[src/rtl/sbox_pkg.sv]
package sbox_pkg;

   typedef enum logic [1:0] {
      SIDE_N = 2'd0,
      SIDE_E = 2'd1,
      SIDE_S = 2'd2,
      SIDE_W = 2'd3
   } side_e;

   typedef enum logic [1:0] {
      SEL_OFF      = 2'd0,
      SEL_STRAIGHT = 2'd1,
      SEL_CW       = 2'd2,
      SEL_CCW      = 2'd3
   } sel_e;

   // side reached by stepping clockwise by 'steps' positions
   function automatic int side_step(input int side, input int steps);
      return (side + steps) % 4;
   endfunction

   // track index shifted by 'delta' (-1, 0, +1) with wrap at w
   function automatic int track_wrap(input int idx, input int delta, input int w);
      return (idx + delta + w) % w;
   endfunction

endpackage

[src/rtl/sbox_cfg_regs.sv]
module sbox_cfg_regs #(
   parameter int NUM = 20,
   parameter int AW  = 5
) (
   input  logic                clk,
   input  logic                rst_n,
   input  logic                we,
   input  logic [AW-1:0]       addr,
   input  logic [1:0]          data,
   output logic [NUM-1:0][1:0] sel_q
);

   initial begin
      assert ((1 << AW) >= NUM) else $error("address width too small for field count");
   end

   logic in_range;
   assign in_range = ({1'b0, addr} < (AW+1)'(NUM));

   always_ff @(posedge clk or negedge rst_n) begin
      if (!rst_n) begin
         sel_q <= '0;
      end else if (we && in_range) begin
         for (int k = 0; k < NUM; k++) begin
            if (addr == AW'(k)) sel_q[k] <= data;
         end
      end
   end

   AST_WRITE_LANDS: assert property (@(posedge clk) disable iff (!rst_n)
      (we && in_range) |=> (sel_q[$past(addr)] == $past(data)));

   AST_IDLE_HOLDS: assert property (@(posedge clk) disable iff (!rst_n)
      !we |=> $stable(sel_q));

   AST_RANGE_GUARD: assert property (@(posedge clk) disable iff (!rst_n)
      (we && !in_range) |=> $stable(sel_q));

endmodule

[src/rtl/sbox_track_mux.sv]
module sbox_track_mux
   import sbox_pkg::*;
(
   input  logic       clk,
   input  logic       rst_n,
   input  logic [1:0] sel,
   input  logic       src_straight,
   input  logic       src_cw,
   input  logic       src_ccw,
   output logic       y
);

   logic [2:0] en;

   always_comb begin
      en = 3'b000;
      case (sel_e'(sel))
         SEL_STRAIGHT: en = 3'b001;
         SEL_CW:       en = 3'b010;
         SEL_CCW:      en = 3'b100;
         default:      en = 3'b000;
      endcase
   end

   assign y = |(en & {src_ccw, src_cw, src_straight});

   AST_ONE_DRIVER: assert property (@(posedge clk) disable iff (!rst_n)
      $onehot0(en));

   AST_OFF_QUIET: assert property (@(posedge clk) disable iff (!rst_n)
      (sel == 2'd0) |-> (y == 1'b0));

   AST_PATH_STRAIGHT: assert property (@(posedge clk) disable iff (!rst_n)
      (sel == 2'd1) |-> (y == src_straight));

   AST_PATH_CW: assert property (@(posedge clk) disable iff (!rst_n)
      (sel == 2'd2) |-> (y == src_cw));

   AST_PATH_CCW: assert property (@(posedge clk) disable iff (!rst_n)
      (sel == 2'd3) |-> (y == src_ccw));

endmodule

[src/rtl/sbox_rotating.sv]
module sbox_rotating
   import sbox_pkg::*;
#(
   parameter  int W  = 5,
   localparam int AW = $clog2(4*W)
) (
   input  logic          clk,
   input  logic          rst_n,
   input  logic          cfg_we,
   input  logic [AW-1:0] cfg_addr,
   input  logic [1:0]    cfg_sel,
   input  logic [W-1:0]  in_n,
   input  logic [W-1:0]  in_e,
   input  logic [W-1:0]  in_s,
   input  logic [W-1:0]  in_w,
   output logic [W-1:0]  out_n,
   output logic [W-1:0]  out_e,
   output logic [W-1:0]  out_s,
   output logic [W-1:0]  out_w
);

   localparam int NUM = 4 * W;

   initial begin
      assert (W >= 2) else $error("track count must be at least 2");
   end

   logic [NUM-1:0][1:0] sel_q;
   logic [W-1:0]        in_side  [4];
   logic [W-1:0]        out_side [4];

   assign in_side[SIDE_N] = in_n;
   assign in_side[SIDE_E] = in_e;
   assign in_side[SIDE_S] = in_s;
   assign in_side[SIDE_W] = in_w;

   assign out_n = out_side[SIDE_N];
   assign out_e = out_side[SIDE_E];
   assign out_s = out_side[SIDE_S];
   assign out_w = out_side[SIDE_W];

   sbox_cfg_regs #(.NUM(NUM), .AW(AW)) u_cfg (
      .clk   (clk),
      .rst_n (rst_n),
      .we    (cfg_we),
      .addr  (cfg_addr),
      .data  (cfg_sel),
      .sel_q (sel_q)
   );

   for (genvar s = 0; s < 4; s++) begin : g_side
      localparam int OPP = side_step(s, 2);
      localparam int CWS = side_step(s, 1);
      localparam int CCS = side_step(s, 3);
      for (genvar t = 0; t < W; t++) begin : g_track
         localparam int T_UP = track_wrap(t, 1, W);
         localparam int T_DN = track_wrap(t, -1, W);
         sbox_track_mux u_mux (
            .clk          (clk),
            .rst_n        (rst_n),
            .sel          (sel_q[s*W + t]),
            .src_straight (in_side[OPP][t]),
            .src_cw       (in_side[CWS][T_UP]),
            .src_ccw      (in_side[CCS][T_DN]),
            .y            (out_side[s][t])
         );
      end
   end

   AST_WRAP_TOP: assert property (@(posedge clk) disable iff (!rst_n)
      (sel_q[W-1] == 2'd2) |-> (out_n[W-1] == in_e[0]));

   AST_WRAP_BOTTOM: assert property (@(posedge clk) disable iff (!rst_n)
      (sel_q[W] == 2'd3) |-> (out_e[0] == in_n[W-1]));

endmodule

[config.mk]
export PLATFORM = sky130hd
export DESIGN_NAME = sbox_rotating
export DESIGN_NICKNAME = d
export VERILOG_FILES = /design/src/rtl/sbox_pkg.sv /design/src/rtl/sbox_cfg_regs.sv /design/src/rtl/sbox_track_mux.sv /design/src/rtl/sbox_rotating.sv
export SDC_FILE = /design/constraint.sdc
export NUM_CORES = 1
export LEC_CHECK = 0
export ABC_AREA = 0
export ABC_CLOCK_PERIOD_IN_PS = 1000
export CAP_MARGIN = 30
export CORE_MARGIN = 2
export CORE_UTILIZATION = 27
export CTS_BUF_LIST = sky130_fd_sc_hd__clkbuf_8
export CTS_CLUSTER_DIAMETER = 150
export DETAILED_ROUTE_END_ITERATION = 7
export SLEW_MARGIN = 20
export SYNTH_ARGS = -nofsm -noshare
export SYNTH_HDL_FRONTEND = slang
export SYNTH_HIERARCHICAL = 1
export SYNTH_SLANG_ARGS = --single-unit
[constraint.sdc]
create_clock -name clk -period 1 [get_ports clk]
set_clock_uncertainty 0.05 [all_clocks]
set_input_delay 0.1 -clock clk [delete_from_list [all_inputs] [get_ports clk]]
set_output_delay 0.1 -clock clk [all_outputs]
set_load 0.03 [all_outputs]
==> impl_metrics.py, run 1 <==
metrics = {
    "clock_tree": {
        "cts.sinks": 40,
        "worstSkewPairLatency_ns": 0.29,
        "cts_tree": "yes",
        "cts_max_level": 2,
        "cts_buffers": 5,
        "clock-root-buffer": "clkbuf_8",
        "clk_path_buf_depth": 2,
        "clk_pin_slew_ns": 0.08,
    },
    "sta": {
        "setup_violations": 20,
        "maxSlewHeadroom_pct": 79.8,
        "worst_slack_ns": -0.365,
        "worst_pin_slew_ns": 0.303,
        "finalMaxSlewViolations": 0,
        "period_share_pct": 136,
        "period_needed_ns": 1.36,
        "rsz0062_at_grt": "yes",
        "fmax_mhz": 733,
        "hold_viol": 0,
    },
    "final_layout": {
        "final-seq-area_um2": 1000,
        "multi_input_area_um2": 1480,
        "largest_registers": "u_cfg/sel_q x40",
        "utilization_pct": 44.6,
        "areaGrowthSynthToFinish_pct": 60.7,
        "fin_nets": 283,
        "fillers": 728,
        "drive_above_1_share_pct": 60.9,
        "diodes": 0,
        "largest_register": "u_cfg/sel_q",
        "largest_reg_flops": 40,
    },
    "critical_path": {
        "worstPathRequired_ns": 0.85,
        "end_kind": "primary output",
        "r2r_start": "u_cfg/sel_q[24]",
        "reg2reg_to": "u_cfg/sel_q[24]",
        "crit_arrival_ns": 1.21,
        "rr_worst_depth": 2,
        "critical_path.startpoint_type": "flop",
        "worst-path-max-fanout": 2,
        "critical_path_class": "flop to primary output",
        "reg2reg_slack_ns": 0.02,
    },
    "yosys": {
        "syn_area_per_cell_um2": 12.3,
        "ys_seq_area_share_pct": 46.7,
        "synth_fp_nets": 204,
        "yosysWarnings": 6,
        "synth-seq-cells": 40,
        "netlist_area_um2": 2140,
        "syn_inst": 174,
        "synth.distinct_cells": 16,
    },
    "worst_hold_path": {
        "hold_path_depth": 4,
        "worstHoldPathType": "primary input to flop",
        "hold_path_end": "u_cfg/sel_q[4]",
        "holdCritStartpoint": "cfg_addr[0]",
    },
    "grt": {
        "grtUsageTotal_pct": 13.3,
        "grt_pass1_wl_um": 8850,
        "grt_max_degree": 41,
        "grt_pass1_vias": 1719,
        "grt-ovfl-total": 0,
        "grt_antenna_before_repair": 0,
    },
    "floorplanning": {
        "start_util_pct": 27.8,
        "num_rows": 32,
        "num_io_pins": 50,
        "dieWidth_um": 93.1,
        "die_area_um2": 8670,
        "core_area_um2": 7730,
        "die_h_um": 93.1,
    },
    "power_and_ir_drop": {
        "power_density_nw_per_um2": 1540,
        "power.leakage_nw": 1.45,
        "power_mw": 5.32,
        "peakVddDrop_mv": 0.578,
    },
    "detailed_routing": {
        "wl_per_cell_um": 14.8,
        "drtAntennaViolNets": 0,
        "drcViolationCount": 0,
        "vias": 1616,
        "dr.pass1.iters": 3,
        "via_per_inst": 4.55,
        "wirelength_um": 5250,
        "drt_iter0_markers": 47,
    },
    "run_status": {
        "failed_checks": "negative setup slack",
        "status": "finished, violations left",
    },
    "placement": {
        "port_buffers": 49,
        "dp_hpwl_um": 3850,
        "gp_congestion": 0.678,
    },
    "run": {
        "maxCapViolCount": 0,
    },
}
-- repair_timing --
item / in CTS / in global routing
setup endpoints to repair: 60 / 21
endpoints found under the hold margin: 40 / 0
hold buffers: 1 / 0
setup buffers: 1 / 0
resized for setup: 65 / 6
pin swaps: 9 / 2
-- cells in the final DEF, fill, tap and decap left out, types with 2 or more instances in the layout --
| cell | synthesis | routed |
|---|---|---|
| dfrtp_1 | 40 | 40 |
| mux2_2 | 38 | 37 |
| nand2_1 | 35 | 31 |
| clkdlybuf4s50_1 | 0 | 22 |
| buf_6 | 0 | 22 |
| buf_4 | 0 | 22 |
| mux2i_2 | 0 | 20 |
| mux2i_4 | 0 | 19 |
| clkbuf_8 | 0 | 7 |
| buf_2 | 0 | 4 |
| nand2_2 | 0 | 4 |
| mux2_4 | 2 | 3 |
| buf_12 | 0 | 3 |
| clkdlybuf4s15_2 | 0 | 2 |
| nor3b_2 | 2 | 2 |
| and2_4 | 2 | 2 |
| and4bb_2 | 3 | 2 |
| nand3b_1 | 2 | 2 |
-- metrics by stage --
step,instances,TNS (ns),cell area (um^2),hold slack [ns],worst slack (ns)
2_1_floorplan,174,-0.188,2400,-0.246,-0.0745
3_3_place_gp,346,-29.35,3170,0.0424,-0.662
3_5_place_dp,346,-29.92,3170,0.0453,-0.682
4_1_cts,355,-7.03,3430,0.258,-0.385
5_1_grt,355,-8.03,3450,0.254,-0.435
6_report,355,-6.70,3450,0.232,-0.365
-- worst max-delay path by stage --
| stage | startpoint | to | slack (ns) |
|---|---|---|---|
| after CTS | u_cfg/sel_q[0] | out_n[0] | -0.39 |
| after floorplan | cfg_addr[3] | u_cfg/sel_q[38] | -0.07 |
| after global placement | cfg_addr[4] | u_cfg/sel_q[26] | -0.66 |
| after global routing | u_cfg/sel_q[0] | out_n[0] | -0.44 |
| final | u_cfg/sel_q[34] | out_w[2] | -0.36 |
| after detailed placement | cfg_addr[4] | u_cfg/sel_q[27] | -0.68 |
-- synth_stat cells --
cell type | n | share of area (%)
dfrtp_1 | 40 | 47
and4bb_2 | 3 | 1.8
nand3b_1 | 2 | 0.70
mux2i_1 | 40 | 19
nor3_1 | 1 | 0.23
nand2_1 | 35 | 6.1
and3b_2 | 1 | 0.47
nor3b_1 | 1 | 0.35
mux2_4 | 2 | 1.4
and2_4 | 2 | 0.82
and3_1 | 1 | 0.29
mux2_2 | 38 | 20
clkbuf_1 | 4 | 0.70
nor3b_2 | 2 | 1.2
and4b_2 | 1 | 0.53
nor2_1 | 1 | 0.17
-- routing by layer --
layer | share of wire, % | global-route usage [%] | vias to the layer above
li1 | - | - | 783
met1 | 48 | 18.5 | 795
met2 | 46 | 19.9 | 33
met3 | 5.2 | 4.27 | 5
met4 | 1.1 | 3.68 | 0
met5 | 0 | 0 | -
-- report_power, final --
part	total [mW]	internal [mW]	switching [mW]
clock	1.15	0.614	0.537
combinational	2.01	1.19	0.820
sequential	2.16	1.87	0.282
total	5.32	3.68	1.64
-- kinds of logic after synthesis --
group | share of synthesized area [%]
AND/OR/NAND/NOR | 12.6
multiplexers | 40.0
flip-flops | 46.7
buffers and inverters | 0.700
-- critical path, cell delays in order, from the launching register on --
cell and delay (ns):
dfrtp_1 0.39, mux2i_2 0.28, mux2i_4 0.11, buf_6 0.15
-- cell type report --
cell class | count | share of cell area [%]
Clock buffer | 7 | 2.80
Sequential cell | 40 | 29.0
Timing Repair Buffer | 76 | 21.6
Tap cell | 102 | 3.70
Multi-Input combinational cell | 130 | 42.8
Note: power is estimated with default switching activity, not from simulation.
==> inputs of run 2 (changes only) <==
--- a/config.mk
+++ b/config.mk
@@ -8,6 +8,7 @@
 export ABC_AREA = 0
 export ABC_CLOCK_PERIOD_IN_PS = 1000
 export CAP_MARGIN = 30
+export CORE_ASPECT_RATIO = 1.1
 export CORE_MARGIN = 2
 export CORE_UTILIZATION = 27
 export CTS_BUF_LIST = sky130_fd_sc_hd__clkbuf_8
==> impl_metrics.py, run 2 (synthesis gave the netlist of run 1 again) <==
metrics = {
    "sta": {
        "period_share_pct": 135,
        "rsz0062_at_grt": "yes",
        "worst_slack_ns": -0.353,
        "hold_viol": 0,
        "holdWs_ns": 0.247,
        "finalMaxSlewViolations": 0,
        "worst_pin_slew_ns": 0.233,
        "period_needed_ns": 1.35,
        "setup_violations": 20,
        "fmax_mhz": 739,
        "maxSlewHeadroom_pct": 84.0,
    },
    "final_layout": {
        "drive_above_1_share_pct": 59.3,
        "layout_common_cells": "40 x dfrtp_1, 38 x mux2_2, 33 x nand2_1",
        "utilization_pct": 43.7,
        "largest_registers": "u_cfg/sel_q x40",
        "fillers": 770,
        "areaGrowthSynthToFinish_pct": 59.6,
        "final-seq-area_um2": 1000,
        "fin_nets": 280,
        "multi_input_area_um2": 1480,
        "largest_reg_flops": 40,
        "diodes": 0,
        "post-route-cell-area_um2": 3420,
        "layout_commonest_cell": "dfrtp_1",
        "largest_register": "u_cfg/sel_q",
    },
    "detailed_routing": {
        "drcViolationCount": 0,
        "drt_iter0_markers": 59,
        "wirelength_um": 5020,
        "drtAntennaViolNets": 0,
        "dr.pass1.iters": 4,
        "via_per_inst": 4.56,
        "wl_per_cell_um": 14.1,
        "vias": 1622,
    },
    "critical_path": {
        "cp_top_family": "flip-flops",
        "worstPathRequired_ns": 0.85,
        "reg2reg_slack_ns": 0.03,
        "worst-path-max-fanout": 3,
        "crit_arrival_ns": 1.20,
        "path_cells": "mux2i_2 -> mux2i_4 -> buf_12",
        "end_kind": "primary output",
        "reg2reg_to": "u_cfg/sel_q[28]",
        "critical_path_class": "flop to primary output",
        "path_buf_inv": 1,
        "max_stage_delay_ns": 0.40,
        "critical_path.startpoint_type": "flop",
        "r2r_start": "u_cfg/sel_q[28]",
        "rr_worst_depth": 2,
        "cp_slowest_cell": "dfrtp_1",
    },
    "clock_tree": {
        "clk_pin_slew_ns": 0.07,
        "cts_max_level": 2,
        "clk_path_buf_depth": 2,
        "cts_buffers": 5,
        "cts_tree": "yes",
        "worstSkewPairLatency_ns": 0.28,
        "cts.sinks": 40,
        "clock-root-buffer": "clkbuf_8",
    },
    "worst_hold_path": {
        "holdCritStartpoint": "cfg_addr[4]",
        "worstHoldPathType": "primary input to flop",
        "hold_path_depth": 4,
        "hold_path_end": "u_cfg/sel_q[8]",
    },
    "floorplanning": {
        "die_area_um2": 8670,
        "start_util_pct": 27.4,
        "dieWidth_um": 89.0,
        "num_rows": 34,
        "num_io_pins": 50,
        "die_h_um": 97.5,
        "core_area_um2": 7830,
    },
    "run": {
        "maxCapViolCount": 0,
    },
    "grt": {
        "grt_pass1_wl_um": 8720,
        "grt_max_degree": 41,
        "grtUsageTotal_pct": 12.9,
        "grt-ovfl-total": 0,
        "grt_pass1_vias": 1739,
        "grt_antenna_before_repair": 0,
    },
    "power_and_ir_drop": {
        "power_density_nw_per_um2": 1500,
        "power.leakage_nw": 1.43,
        "peakVddDrop_mv": 0.648,
    },
    "run_status": {
        "status": "finished, violations left",
        "failed_checks": "negative setup slack",
    },
    "placement": {
        "gp_congestion": 0.711,
        "port_buffers": 49,
        "dp_hpwl_um": 3760,
        "dpl_cell_area_um2": 3200,
    },
}
run 2: metrics by stage:
| step | worst slack (ns) | power [mW] | TNS [ns] | instances |
|---|---|---|---|---|
| 3_5_place_dp | -0.676 | 4.04 | -30.18 | 349 |
| 4_1_cts | -0.374 | 5.20 | -6.83 | 356 |
| 6_report | -0.353 | 5.12 | -6.49 | 356 |
| 3_3_place_gp | -0.684 | 4.02 | -29.91 | 349 |
| 2_1_floorplan | -0.0745 | 3.26 | -0.188 | 174 |
| 5_1_grt | -0.425 | 5.40 | -7.78 | 356 |
run 2: final cells by class:
| type | count | area share [%] |
|---|---|---|
| timing repair buffer | 73 | 21.7 |
| multi-input combinational | 130 | 43.1 |
| sequential | 40 | 29.2 |
| clock buffer | 5 | 2.01 |
| tap | 108 | 3.95 |
run 2: power breakdown:
part           internal [mW]  switching (mW)  total (mW)
Clock                  0.450           0.498       0.947
Combinational           1.21           0.812        2.03
Sequential              1.87           0.277        2.15
run 2: tightest hold or removal path, stage by stage:
cell	delay, ns
buf_2	0.15
nor3_4	0.08
nand2_2	0.07
mux2_2	0.14
run 2: routing by layer:
layer,track usage [%],share of wire [%]
met5,0,0
met4,3.44,1.3
met3,3.65,5.5
met2,19.8,48
met1,17.8,45
run 2: how the worst max path moves through the flow:
| stage | from | endpoint | slack, ns | cells after the start |
|---|---|---|---|---|
| 3_3_place_gp | cfg_addr[4] | u_cfg/sel_q[17] | -0.68 | 4 |
| 4_1_cts | u_cfg/sel_q[12] | out_e[1] | -0.37 | 3 |
| 2_1_floorplan | cfg_addr[3] | u_cfg/sel_q[38] | -0.07 | 3 |
| 3_5_place_dp | cfg_addr[2] | u_cfg/sel_q[39] | -0.68 | 4 |
| 5_1_grt | u_cfg/sel_q[12] | out_e[1] | -0.42 | 3 |
| 6_report | u_cfg/sel_q[12] | out_e[1] | -0.35 | 3 |
run 2: repair_timing:
| action | 4_1_cts | 5_1_grt |
|---|---|---|
| setup buffers | 1 | 0 |
| resized for setup | 59 | 5 |
| endpoints found under the setup margin | 60 | 24 |
| pin swaps | 4 | 3 |
| hold endpoints to repair | 40 | 0 |
| hold buffers | 1 | 0 |
